[config.mk]
export PLATFORM = sky130hd
export DESIGN_NAME = cnv_guard
export DESIGN_NICKNAME = d
export VERILOG_FILES = /design/src/rtl/cnv_guard_pkg.sv /design/src/rtl/cnv_guard_regs.sv /design/src/rtl/cnv_guard_wdog.sv /design/src/rtl/cnv_guard_phase.sv /design/src/rtl/cnv_guard.sv
export SDC_FILE = /design/constraint.sdc
export NUM_CORES = 1
export LEC_CHECK = 0
export BUFFER_PORTS_ARGS = -buffer_cell sky130_fd_sc_hd__buf_2
export CORE_ASPECT_RATIO = 0.8
export CORE_MARGIN = 4
export CORE_UTILIZATION = 35
export DETAILED_ROUTE_END_ITERATION = 12
export PLACE_DENSITY = 0.52
export SLEW_MARGIN = 5
export SYNTH_ARGS = -nofsm -noshare
export SYNTH_HDL_FRONTEND = slang
export SYNTH_SLANG_ARGS = --single-unit
export TNS_END_PERCENT = 20
[constraint.sdc]
create_clock -name clk -period 7.4 [get_ports clk]
set_clock_uncertainty 0.05 [all_clocks]
set_input_delay 0 -clock clk [delete_from_list [all_inputs] [get_ports clk]]
set_output_delay 0 -clock clk [all_outputs]
set_load 0.03 [all_outputs]
[src/rtl/cnv_guard_pkg.sv]
package cnv_guard_pkg;
  localparam int NUM_SMP = 3;

  typedef enum logic [2:0] {
    ADR_CTRL = 3'd0,
    ADR_TMO  = 3'd1,
    ADR_VBUS = 3'd2,
    ADR_IA   = 3'd3,
    ADR_IB   = 3'd4,
    ADR_STAT = 3'd5
  } reg_addr_e;

  localparam logic [2:0] SMP_BASE = 3'd2;

  localparam int ST_EN  = 0;
  localparam int ST_FIN = 1;
  localparam int ST_FLT = 2;
  localparam int ST_TMO = 3;
endpackage

[src/rtl/cnv_guard_regs.sv]
module cnv_guard_regs
  import cnv_guard_pkg::*;
#(
  parameter int DW = 16,
  parameter int TW = 16
) (
  input  logic                  clk,
  input  logic                  rst_n,
  input  logic                  wr_en,
  input  logic [2:0]            wr_addr,
  input  logic [DW-1:0]         wr_data,
  input  logic                  fault_in,
  input  logic                  expire,
  output logic                  sw_en,
  output logic                  fault_flag,
  output logic                  tmo_flag,
  output logic                  arm_ok,
  output logic [TW-1:0]         tmo_val,
  output logic [NUM_SMP-1:0]    smp_wr,
  output logic [NUM_SMP*DW-1:0] smp_flat
);
  logic          ctrl_wr, tmo_wr;
  logic          sw_en_d, fault_flag_d, tmo_flag_d;
  logic [TW-1:0] tmo_d;

  assign ctrl_wr = wr_en && (wr_addr == ADR_CTRL);
  assign tmo_wr  = wr_en && (wr_addr == ADR_TMO);
  assign arm_ok  = ctrl_wr && wr_data[0] && !fault_in;

  always_comb begin
    sw_en_d      = sw_en;
    fault_flag_d = fault_flag;
    tmo_flag_d   = tmo_flag;
    if (fault_in) begin
      sw_en_d      = 1'b0;
      fault_flag_d = 1'b1;
    end else if (arm_ok) begin
      sw_en_d      = 1'b1;
      fault_flag_d = 1'b0;
      tmo_flag_d   = 1'b0;
    end else if (expire) begin
      sw_en_d    = 1'b0;
      tmo_flag_d = 1'b1;
    end else if (ctrl_wr) begin
      sw_en_d = 1'b0;
    end
    tmo_d = tmo_wr ? wr_data[TW-1:0] : tmo_val;
  end

  always_ff @(posedge clk or negedge rst_n) begin
    if (!rst_n) begin
      sw_en      <= 1'b0;
      fault_flag <= 1'b0;
      tmo_flag   <= 1'b0;
      tmo_val    <= '0;
    end else begin
      sw_en      <= sw_en_d;
      fault_flag <= fault_flag_d;
      tmo_flag   <= tmo_flag_d;
      tmo_val    <= tmo_d;
    end
  end

  for (genvar i = 0; i < NUM_SMP; i++) begin : g_smp
    logic [DW-1:0] smp_q, smp_d;
    assign smp_wr[i] = wr_en && (wr_addr == SMP_BASE + 3'(i));
    always_comb smp_d = smp_wr[i] ? wr_data : smp_q;
    always_ff @(posedge clk or negedge rst_n) begin
      if (!rst_n) smp_q <= '0;
      else        smp_q <= smp_d;
    end
    assign smp_flat[i*DW +: DW] = smp_q;
  end
endmodule

[src/rtl/cnv_guard_wdog.sv]
module cnv_guard_wdog
  import cnv_guard_pkg::*;
#(
  parameter int TW = 16
) (
  input  logic               clk,
  input  logic               rst_n,
  input  logic [NUM_SMP-1:0] smp_wr,
  input  logic               rearm,
  input  logic               running,
  input  logic [TW-1:0]      tmo_val,
  output logic               expire
);
  logic [NUM_SMP-1:0] seen_q, seen_d, seen_all;
  logic [TW-1:0]      cnt_q, cnt_d;
  logic               reload, armed;

  assign seen_all = seen_q | smp_wr;
  assign reload   = (&seen_all) && (|smp_wr);
  assign armed    = running && (tmo_val != '0);
  assign expire   = armed && (cnt_q == '0) && !reload && !rearm;

  always_comb begin
    seen_d = seen_all;
    cnt_d  = cnt_q;
    if (rearm || reload) begin
      seen_d = '0;
      cnt_d  = tmo_val;
    end else if (armed && (cnt_q != '0)) begin
      cnt_d = cnt_q - 1'b1;
    end
  end

  always_ff @(posedge clk or negedge rst_n) begin
    if (!rst_n) begin
      seen_q <= '0;
      cnt_q  <= '0;
    end else begin
      seen_q <= seen_d;
      cnt_q  <= cnt_d;
    end
  end
endmodule

[src/rtl/cnv_guard_phase.sv]
module cnv_guard_phase #(
  parameter int HALF_CYC = 4
) (
  input  logic clk,
  input  logic rst_n,
  input  logic run,
  output logic phase_sel
);
  localparam int CW = (HALF_CYC > 1) ? $clog2(HALF_CYC) : 1;
  localparam logic [CW-1:0] LAST = CW'(HALF_CYC - 1);

  logic [CW-1:0] cnt_q, cnt_d;
  logic          ph_d;

  always_comb begin
    cnt_d = '0;
    ph_d  = 1'b0;
    if (run) begin
      if (cnt_q == LAST) begin
        cnt_d = '0;
        ph_d  = ~phase_sel;
      end else begin
        cnt_d = cnt_q + 1'b1;
        ph_d  = phase_sel;
      end
    end
  end

  always_ff @(posedge clk or negedge rst_n) begin
    if (!rst_n) begin
      cnt_q     <= '0;
      phase_sel <= 1'b0;
    end else begin
      cnt_q     <= cnt_d;
      phase_sel <= ph_d;
    end
  end
endmodule

[src/rtl/cnv_guard.sv]
module cnv_guard
  import cnv_guard_pkg::*;
#(
  parameter int DW       = 16,
  parameter int TW       = 16,
  parameter int HALF_CYC = 4
) (
  input  logic          clk,
  input  logic          rst_n,
  input  logic          wr_en,
  input  logic [2:0]    wr_addr,
  input  logic [DW-1:0] wr_data,
  input  logic [2:0]    rd_addr,
  output logic [DW-1:0] rd_data,
  input  logic          hw_en,
  input  logic          fault_in,
  output logic          conv_en,
  output logic          phase_sel,
  output logic          stat_fault,
  output logic          stat_timeout
);
  logic [1:0]            rst_pipe;
  logic                  rst_q;
  logic                  sw_en, fault_flag, tmo_flag, arm_ok, expire;
  logic [TW-1:0]         tmo_val;
  logic [NUM_SMP-1:0]    smp_wr;
  logic [NUM_SMP*DW-1:0] smp_flat;

  always_ff @(posedge clk or negedge rst_n) begin
    if (!rst_n) rst_pipe <= 2'b00;
    else        rst_pipe <= {rst_pipe[0], 1'b1};
  end
  assign rst_q = rst_pipe[1];

  cnv_guard_regs #(.DW(DW), .TW(TW)) u_regs (
    .clk(clk), .rst_n(rst_q), .wr_en(wr_en), .wr_addr(wr_addr),
    .wr_data(wr_data), .fault_in(fault_in), .expire(expire),
    .sw_en(sw_en), .fault_flag(fault_flag), .tmo_flag(tmo_flag),
    .arm_ok(arm_ok), .tmo_val(tmo_val), .smp_wr(smp_wr), .smp_flat(smp_flat)
  );

  cnv_guard_wdog #(.TW(TW)) u_wdog (
    .clk(clk), .rst_n(rst_q), .smp_wr(smp_wr), .rearm(arm_ok),
    .running(sw_en), .tmo_val(tmo_val), .expire(expire)
  );

  assign conv_en = sw_en && hw_en && !fault_in;

  cnv_guard_phase #(.HALF_CYC(HALF_CYC)) u_phase (
    .clk(clk), .rst_n(rst_q), .run(conv_en), .phase_sel(phase_sel)
  );

  assign stat_fault   = fault_flag;
  assign stat_timeout = tmo_flag;

  always_comb begin
    rd_data = '0;
    case (rd_addr)
      ADR_CTRL: rd_data[0] = sw_en;
      ADR_TMO:  rd_data[TW-1:0] = tmo_val;
      ADR_VBUS: rd_data = smp_flat[0*DW +: DW];
      ADR_IA:   rd_data = smp_flat[1*DW +: DW];
      ADR_IB:   rd_data = smp_flat[2*DW +: DW];
      ADR_STAT: begin
        rd_data[ST_EN]  = conv_en;
        rd_data[ST_FIN] = fault_in;
        rd_data[ST_FLT] = fault_flag;
        rd_data[ST_TMO] = tmo_flag;
      end
      default:  rd_data = '0;
    endcase
  end
endmodule

### Word level (Yosys, flattened, before mapping)

Cells that the tools add are included.

* add/sub/neg operators: 2
* eq/ne operators: 11
* muxes and demuxes: 18
* bitwise logic cells: 3
* reduce and logical (&&, ||, !) cells: 31

Operators by type and width (count)
* one-hot mux 12 bit (4 select lines): 1
* 2-to-1 mux 16 bit: 2
* nonzero test 16 bit: 2
* zero test 16 bit: 1
* subtractor 16 x 1 -> 16 bit (second input constant): 1
* logical AND 1 bit: 15
* one-hot mux 3 bit (5 select lines): 1
* equality test 3 x 2 -> 1 bit (second input constant): 4
* 2-to-1 mux 1 bit: 10
* equality test 3 bit (second input constant): 3
* equality test 3 x 1 -> 1 bit (second input constant): 2
* zero test 3 bit: 2
* one-hot mux 1 bit (6 select lines): 1
* nonzero test 2 bit: 3
* 2-to-1 mux 2 bit: 2
* nonzero test 4 bit: 1
* zero test 1 bit: 3
* 2-to-1 mux 3 bit: 1
* OR 3 bit: 1
* AND reduction 3 bit: 1
* OR reduction 3 bit: 1
* adder 2 x 1 -> 2 bit (second input constant): 1
* equality test 2 bit (second input constant): 1
* inequality test 2 x 1 -> 1 bit (second input constant): 1
* 3 further kinds: 4

* flip-flop bits (word level): 91
* input bits: 27
* output and inout port bits: 20
* word-level logic and storage cells: 77

### Depth between registers and ports, before layout

* word-level depth: 11
* mapped depth: 7
* mapped depth without buffers: 7

### Hierarchy

From an unflattened synthesis, not the netlist that was laid out.

* cell total of the unflattened synthesis: 374
* area total of the unflattened synthesis: 4631.9 µm²

Modules (own cells, without submodules)
* cnv_guard_regs: times used 1, cells each 152, area an instance 2696.3 µm², seq. area each 1676.6 µm²
* cnv_guard_wdog: times used 1, cells each 133, area an instance 1188.6 µm², seq. area each 475.5 µm²
* cnv_guard: times used 1, cells each 81, area an instance 630.6 µm², seq. area each 50.0 µm²
* cnv_guard_phase: times used 1, cells each 8, area an instance 116.4 µm², seq. area each 75.1 µm²

### Worst setup path after synthesis

Ideal clock, no wire load.

* kind: register -> register
* from: register u_wdog.cnt_q[0]
* to: register u_wdog.cnt_q[2]
* setup time: 0.127 ns
* data arrival time: 1.571 ns
* data required time: 7.223 ns
* setup slack: 5.652 ns
* cell stages (with the launch flop): 8
* buffers on the path: 0
* clock period less this slack: 1.748 ns
* cell sequence: dfrtp_1 inv_1 ha_1 nor4b_2 a41oi_1 and2_1 a211oi_1 a21oi_1

* longest elaborated chain between the ends: 3
* elaborated cells between the ends (all ways): 6
* those cells by class: 1 x add/sub; 2 x mux; 3 x reduce/logical

Ends and longest elaborated chain
* start, declared: line cnv_guard_wdog.sv:15 `logic [TW-1:0] cnt_q, cnt_d;`
* start signal, assigned: line cnv_guard_wdog.sv:40 `cnt_q <= cnt_d;`
* subtractor 16 x 1 -> 16 bit or nonzero test 16 bit (tied branches): line cnv_guard_wdog.sv:30, cnv_guard_wdog.sv:29
* 2-to-1 mux 16 bit or logical AND 1 bit (tied branches): line cnv_guard_wdog.sv:29 `end else if (armed && (cnt_q != '0)) begin`
* 2-to-1 mux 16 bit or nonzero test 2 bit (tied branches)

Several ways; a longest one is shown, not always the timed one. The select of a mux whose other input is x is not followed.
A chain may end at the register's enable or synchronous reset.

### Worst setup path after layout

* from: input rd_addr[0]
* to: output rd_data[0]

* longest elaborated chain between the ends: 2
* elaborated cells between the ends (all ways): 7
* those cells by class: 5 x eq/ne; 1 x mux; 1 x reduce/logical

Ends and longest elaborated chain
* start, declared: line cnv_guard.sv:13 `input logic [2:0] rd_addr,`
* equality test 3 bit (tied with other cells): line cnv_guard.sv:58 `case (rd_addr)`
* one-hot mux 1 bit (6 select lines) *: line cnv_guard.sv:58
* end, declared: line cnv_guard.sv:14 `output logic [DW-1:0] rd_data,`

Mark *: on every way between the ends. The rest lies on a longest branch, timed or not.

==> summary.md <==
| Metric | Value |
|---|---|
| Status | `complete, no violations` |
| Number of max-slew violations in the final report | `0` |
| Total power draw | `approximately 1.6 mW` |
| Netlist area before placement | `0.00451 sq mm` |
| DR WL met2 | `4810 microns` |
| Critical path origin | `rd_addr[0]` |
| Area added between synthesis and finish | `19.3%` |
| Clock buffer count from CTS | `9` |
| Average wire per standard cell | `16.9 microns` |
| Top cell type's share of synthesized area | `50.5%` |
| RSZ-0062 raised after global routing | `no` |
| Number of synthesis warnings | `0` |
| Setup TNS Final | `0 ns` |
| Post-CTS clock slew at the launch and capture registers of the worst setup and hold paths | `0.06 ns` |
| Seq/Total Area, Yosys | `50.5%` |
| Cell count after synthesis | `386` |
| Share of flip-flops with an asynchronous set or reset after synthesis | `between 90% and 100%` |
| Violation count after the first detailed-route iteration | `170` |
| First-pass DRT Iterations | `5` |
| Via count of the first global-routing pass | `around 3.3k` |
| Routability-driven placement congestion ratio | `0.733` |
| Number of maximum-capacitance constraint violations | `0` |
| DRC Markers | `0` |
| Worst Tran Pin Value | `approximately 1.1 ns` |
| Largest incremental delay on the critical path | `around 0.87 ns` |
| Number of synthesized register bits | `91` |
| Via count | `3,147` |
| Sort of element at the start of the critical path | `input port` |
| Topmost layer with routed signal wires | `met4` |
| Count of filler cells inserted in the layout | `1,172` |
| Crit Path Category | `input port to output pin` |
| Length of routed wiring on met1 | `~5200 microns` |
| Core Area | `0.0124 sq mm` |
| DIE WIDTH | `135 microns` |
| Number of nets in the finished design | `roughly 480` |
| Arrival time at the worst endpoint | `2.15 ns` |
| Post-layout minimum cycle time | `2.20 ns` |
| Reg2reg end | `u_wdog.cnt_q[2]$_DFFE_PN0P_` |
| Worst-Skew Late Latency | `between 0.3 and 0.4 ns` |
| Synth top cells by count | `91 x sky130_fd_sc_hd__dfrtp_1, 70 x sky130_fd_sc_hd__mux2_2, 34 x sky130_fd_sc_hd__nand2_1, 19 x sky130_fd_sc_hd__o21ai_1, 15 x sky130_fd_sc_hd__o21ai_0` |
| R2R setup slack | `approximately 5.3 ns` |
| Clock tree from TritonCTS | `done` |
| Register-to-Register Path Depth | `7` |
| Count of different cell masters after synthesis | `52` |
| Period utilisation layout | `just under 30%` |
| Largest net degree at the start of global routing | `55` |
| Overflow left after global routing | `0` |
| Number of enable-type register cells in the synthesized netlist | `0` |
| Type of the worst min-delay path | `input port to flop` |
| First-pass GRT wire length | `17,500 microns` |
| Number of buffers between clock root and the deepest sink | `2` |
| Final design instance area without fill | `approximately 0.0054 sq mm` |
| Critical-path top delay cell | `sky130_fd_sc_hd__nor2b_1` |
| Final number of setup-violating endpoints | `0` |
| Data required time of the critical path | `7.35 ns` |
| Capture point of the worst path | `rd_data[0]` |
| Crit Reg-Reg Startpoint | `u_wdog.cnt_q[0]$_DFFE_PN0P_` |
| Area used by multi-input combinational logic | `0.00211 sq mm` |
| Final count of hold timing violations | `0` |
| Antenna-violating nets left | `0` |
| Pwr dens | `292 mW/mm^2` |
| Die Span Y | `roughly 110 microns` |
| Slew margin rel. | `about 28%` |
| Achievable frequency | `454 MHz` |
| Number of antenna violations at the first check in global routing | `0` |
| Leading cell types by total area after synthesis | `sky130_fd_sc_hd__dfrtp_1 51%, sky130_fd_sc_hd__mux2_2 17%, sky130_fd_sc_hd__nand2_1 2.8%` |
| Total Wirelength | `10,500 microns` |
| Cell type with the largest total area after synthesis | `sky130_fd_sc_hd__dfrtp_1` |
| Area used by sequential logic in the layout | `~0.0023 sq mm` |
| Vias per cell | `5.07` |
| TritonCTS sink count | `91` |
| Critical Path Sink Type | `output pin` |
| Global routing usage summed across all routing layers | `15.3%` |
| Share of layout cells above drive strength 1 | `~33%` |
| Count leader, synth | `sky130_fd_sc_hd__dfrtp_1` |
| Maximum fanout encountered on the critical timing path | `24` |
| Total half-perimeter wirelength after legalization and detailed placement | `a little over 7000 microns` |
| Placement Rows | `36` |
| Worst voltage drop across the vdd grid | `roughly 120 uV` |
| Critical path cell sequence | `buf_2, nor2b_1, nor2b_1, nand2_1, a21oi_1, buf_2` |
| Diodes inserted | `0` |
| H-tree depth reported by CTS | `3` |
| Clock root cell | `sky130_fd_sc_hd__clkbuf_16` |
| Top-level port count | `47` |
| Number of input and output port buffers inserted | `46` |
| Postcts setup bufs | `0` |
| Mean Syn Cell Area | `11.7 sq um` |
| Detail Route met3 WL | `around 330 microns` |
| Main flop type after synthesis | `sky130_fd_sc_hd__dfrtp_1` |
| Instance area after placement | `0.00487 sq mm` |
| Starting utilization of the core area | `36.4%` |
| Leakage power total | `2.25 nW` |
| Net count of the mapped netlist | `roughly 420` |
| Die area | `0.0148 sq mm` |
## through the flow
| step | hold slack (ns) | util (%) | std cells | worst slack [ns] |
|---|---|---|---|---|
| CTS | 0.124 | 43.4 | 621 | 5.14 |
| finish | 0.147 | 43.4 | 621 | 5.20 |
| detailed placement | -0.260 | 39.3 | 585 | 5.04 |
| floorplan | -0.346 | - | 386 | 4.63 |
| global route | 0.161 | 43.4 | 621 | 5.03 |
| global placement | -0.266 | 39.3 | 585 | 5.08 |
## metal layers
layer,vias up,track usage (%)
met3,11,3.29
met4,0,4.65
met5,-,0
li1,1518,-
met1,1566,21.4
met2,52,23.8
## cell families (layout without fill, tap and decap cells)
| family | Yosys count | in the layout | synth area share (%) |
|---|---|---|---|
| fa+ha+maj | 4 | 4 | 1.11 |
| simple gates | 101 | 101 | 13.0 |
| mux | 79 | 79 | 19.6 |
| other cells | 1 | 1 | 0.0832 |
| flops | 91 | 91 | 50.5 |
| compound gates | 68 | 68 | 10.0 |
| xor+xnor | 15 | 15 | 2.91 |
| buf+inv | 27 | 91 | 2.69 |
## where the power goes
group          leakage (nW)  internal (mW)  switching [mW]  total [mW]
clock network         0.150          0.273           0.192       0.465
registers              1.10          0.627           0.124       0.751
logic                  1.00          0.182           0.174       0.356
total                  2.25           1.08           0.490        1.57
## final cells by class
type	instances	area share (%)
clock buffers	11	4.51
flip-flops and latches	91	42.4
clock inverters	5	1.14
inverters	8	0.559
repair buffers	67	8.15
well taps	171	3.98
multi-input cells	268	39.2
## how the worst min path moves through the flow
stage	startpoint	to	slack [ns]	cells past startpoint
after CTS	wr_addr[1]	u_regs.tmo_flag$_DFFE_PN0P_	0.12	4
after detailed placement	rst_n	rst_pipe[0]$_DFF_PN0_	-0.26	1
after floorplan	rst_n	rst_pipe[0]$_DFF_PN0_	-0.35	0
after global placement	rst_n	rst_pipe[0]$_DFF_PN0_	-0.27	1
after global routing	wr_addr[1]	u_regs.tmo_flag$_DFFE_PN0P_	0.16	4
final	wr_addr[1]	u_regs.tmo_flag$_DFFE_PN0P_	0.15	4
## state kept, by name, indices dropped and copies added, names as in the netlist
name,cells
u_regs.tmo_flag,1
u_regs.sw_en,1
u_phase.phase_sel,1
u_wdog.cnt_q,16
u_regs.tmo_val,16
rst_pipe,2
u_regs.fault_flag,1
u_phase.cnt_q,2
u_wdog.seen_q,3
u_regs.g_smp.smp_q,48
## worst max-delay path, delay by kind of cell
| family | cells | cell delay (ns) |
|---|---|---|
| AOI/OAI and AO/OA | 1 | 0.18 |
| buffers and inverters | 2 | 0.67 |
| and+or+nand+nor | 3 | 1.29 |
## layout by cell type (no fill, tap or decap), drive strengths merged, types with 3 or more instances in the layout
master and count:
dfrtp 91, nor2b 4, xnor2 3, a41oi 3
ha 4, o21ai 35, a22o 4, inv 9
and2 3, nand4b 3, clkinv 3, nand2 34
nand3 8, dlygate4sd3 20, buf 47, xor2 12
a22oi 13, nand4 4, nor3 7, nor4 6
nor2 15, mux2i 5, nand2b 4, clkbuf 11
mux2 74, a21oi 4
## what timing repair did
action,4_1_cts,5_1_grt
endpoints found under the hold margin,70,0
resized for setup,0,0
hold buffers,20,0
Note: power is estimated with default switching activity, not from simulation.
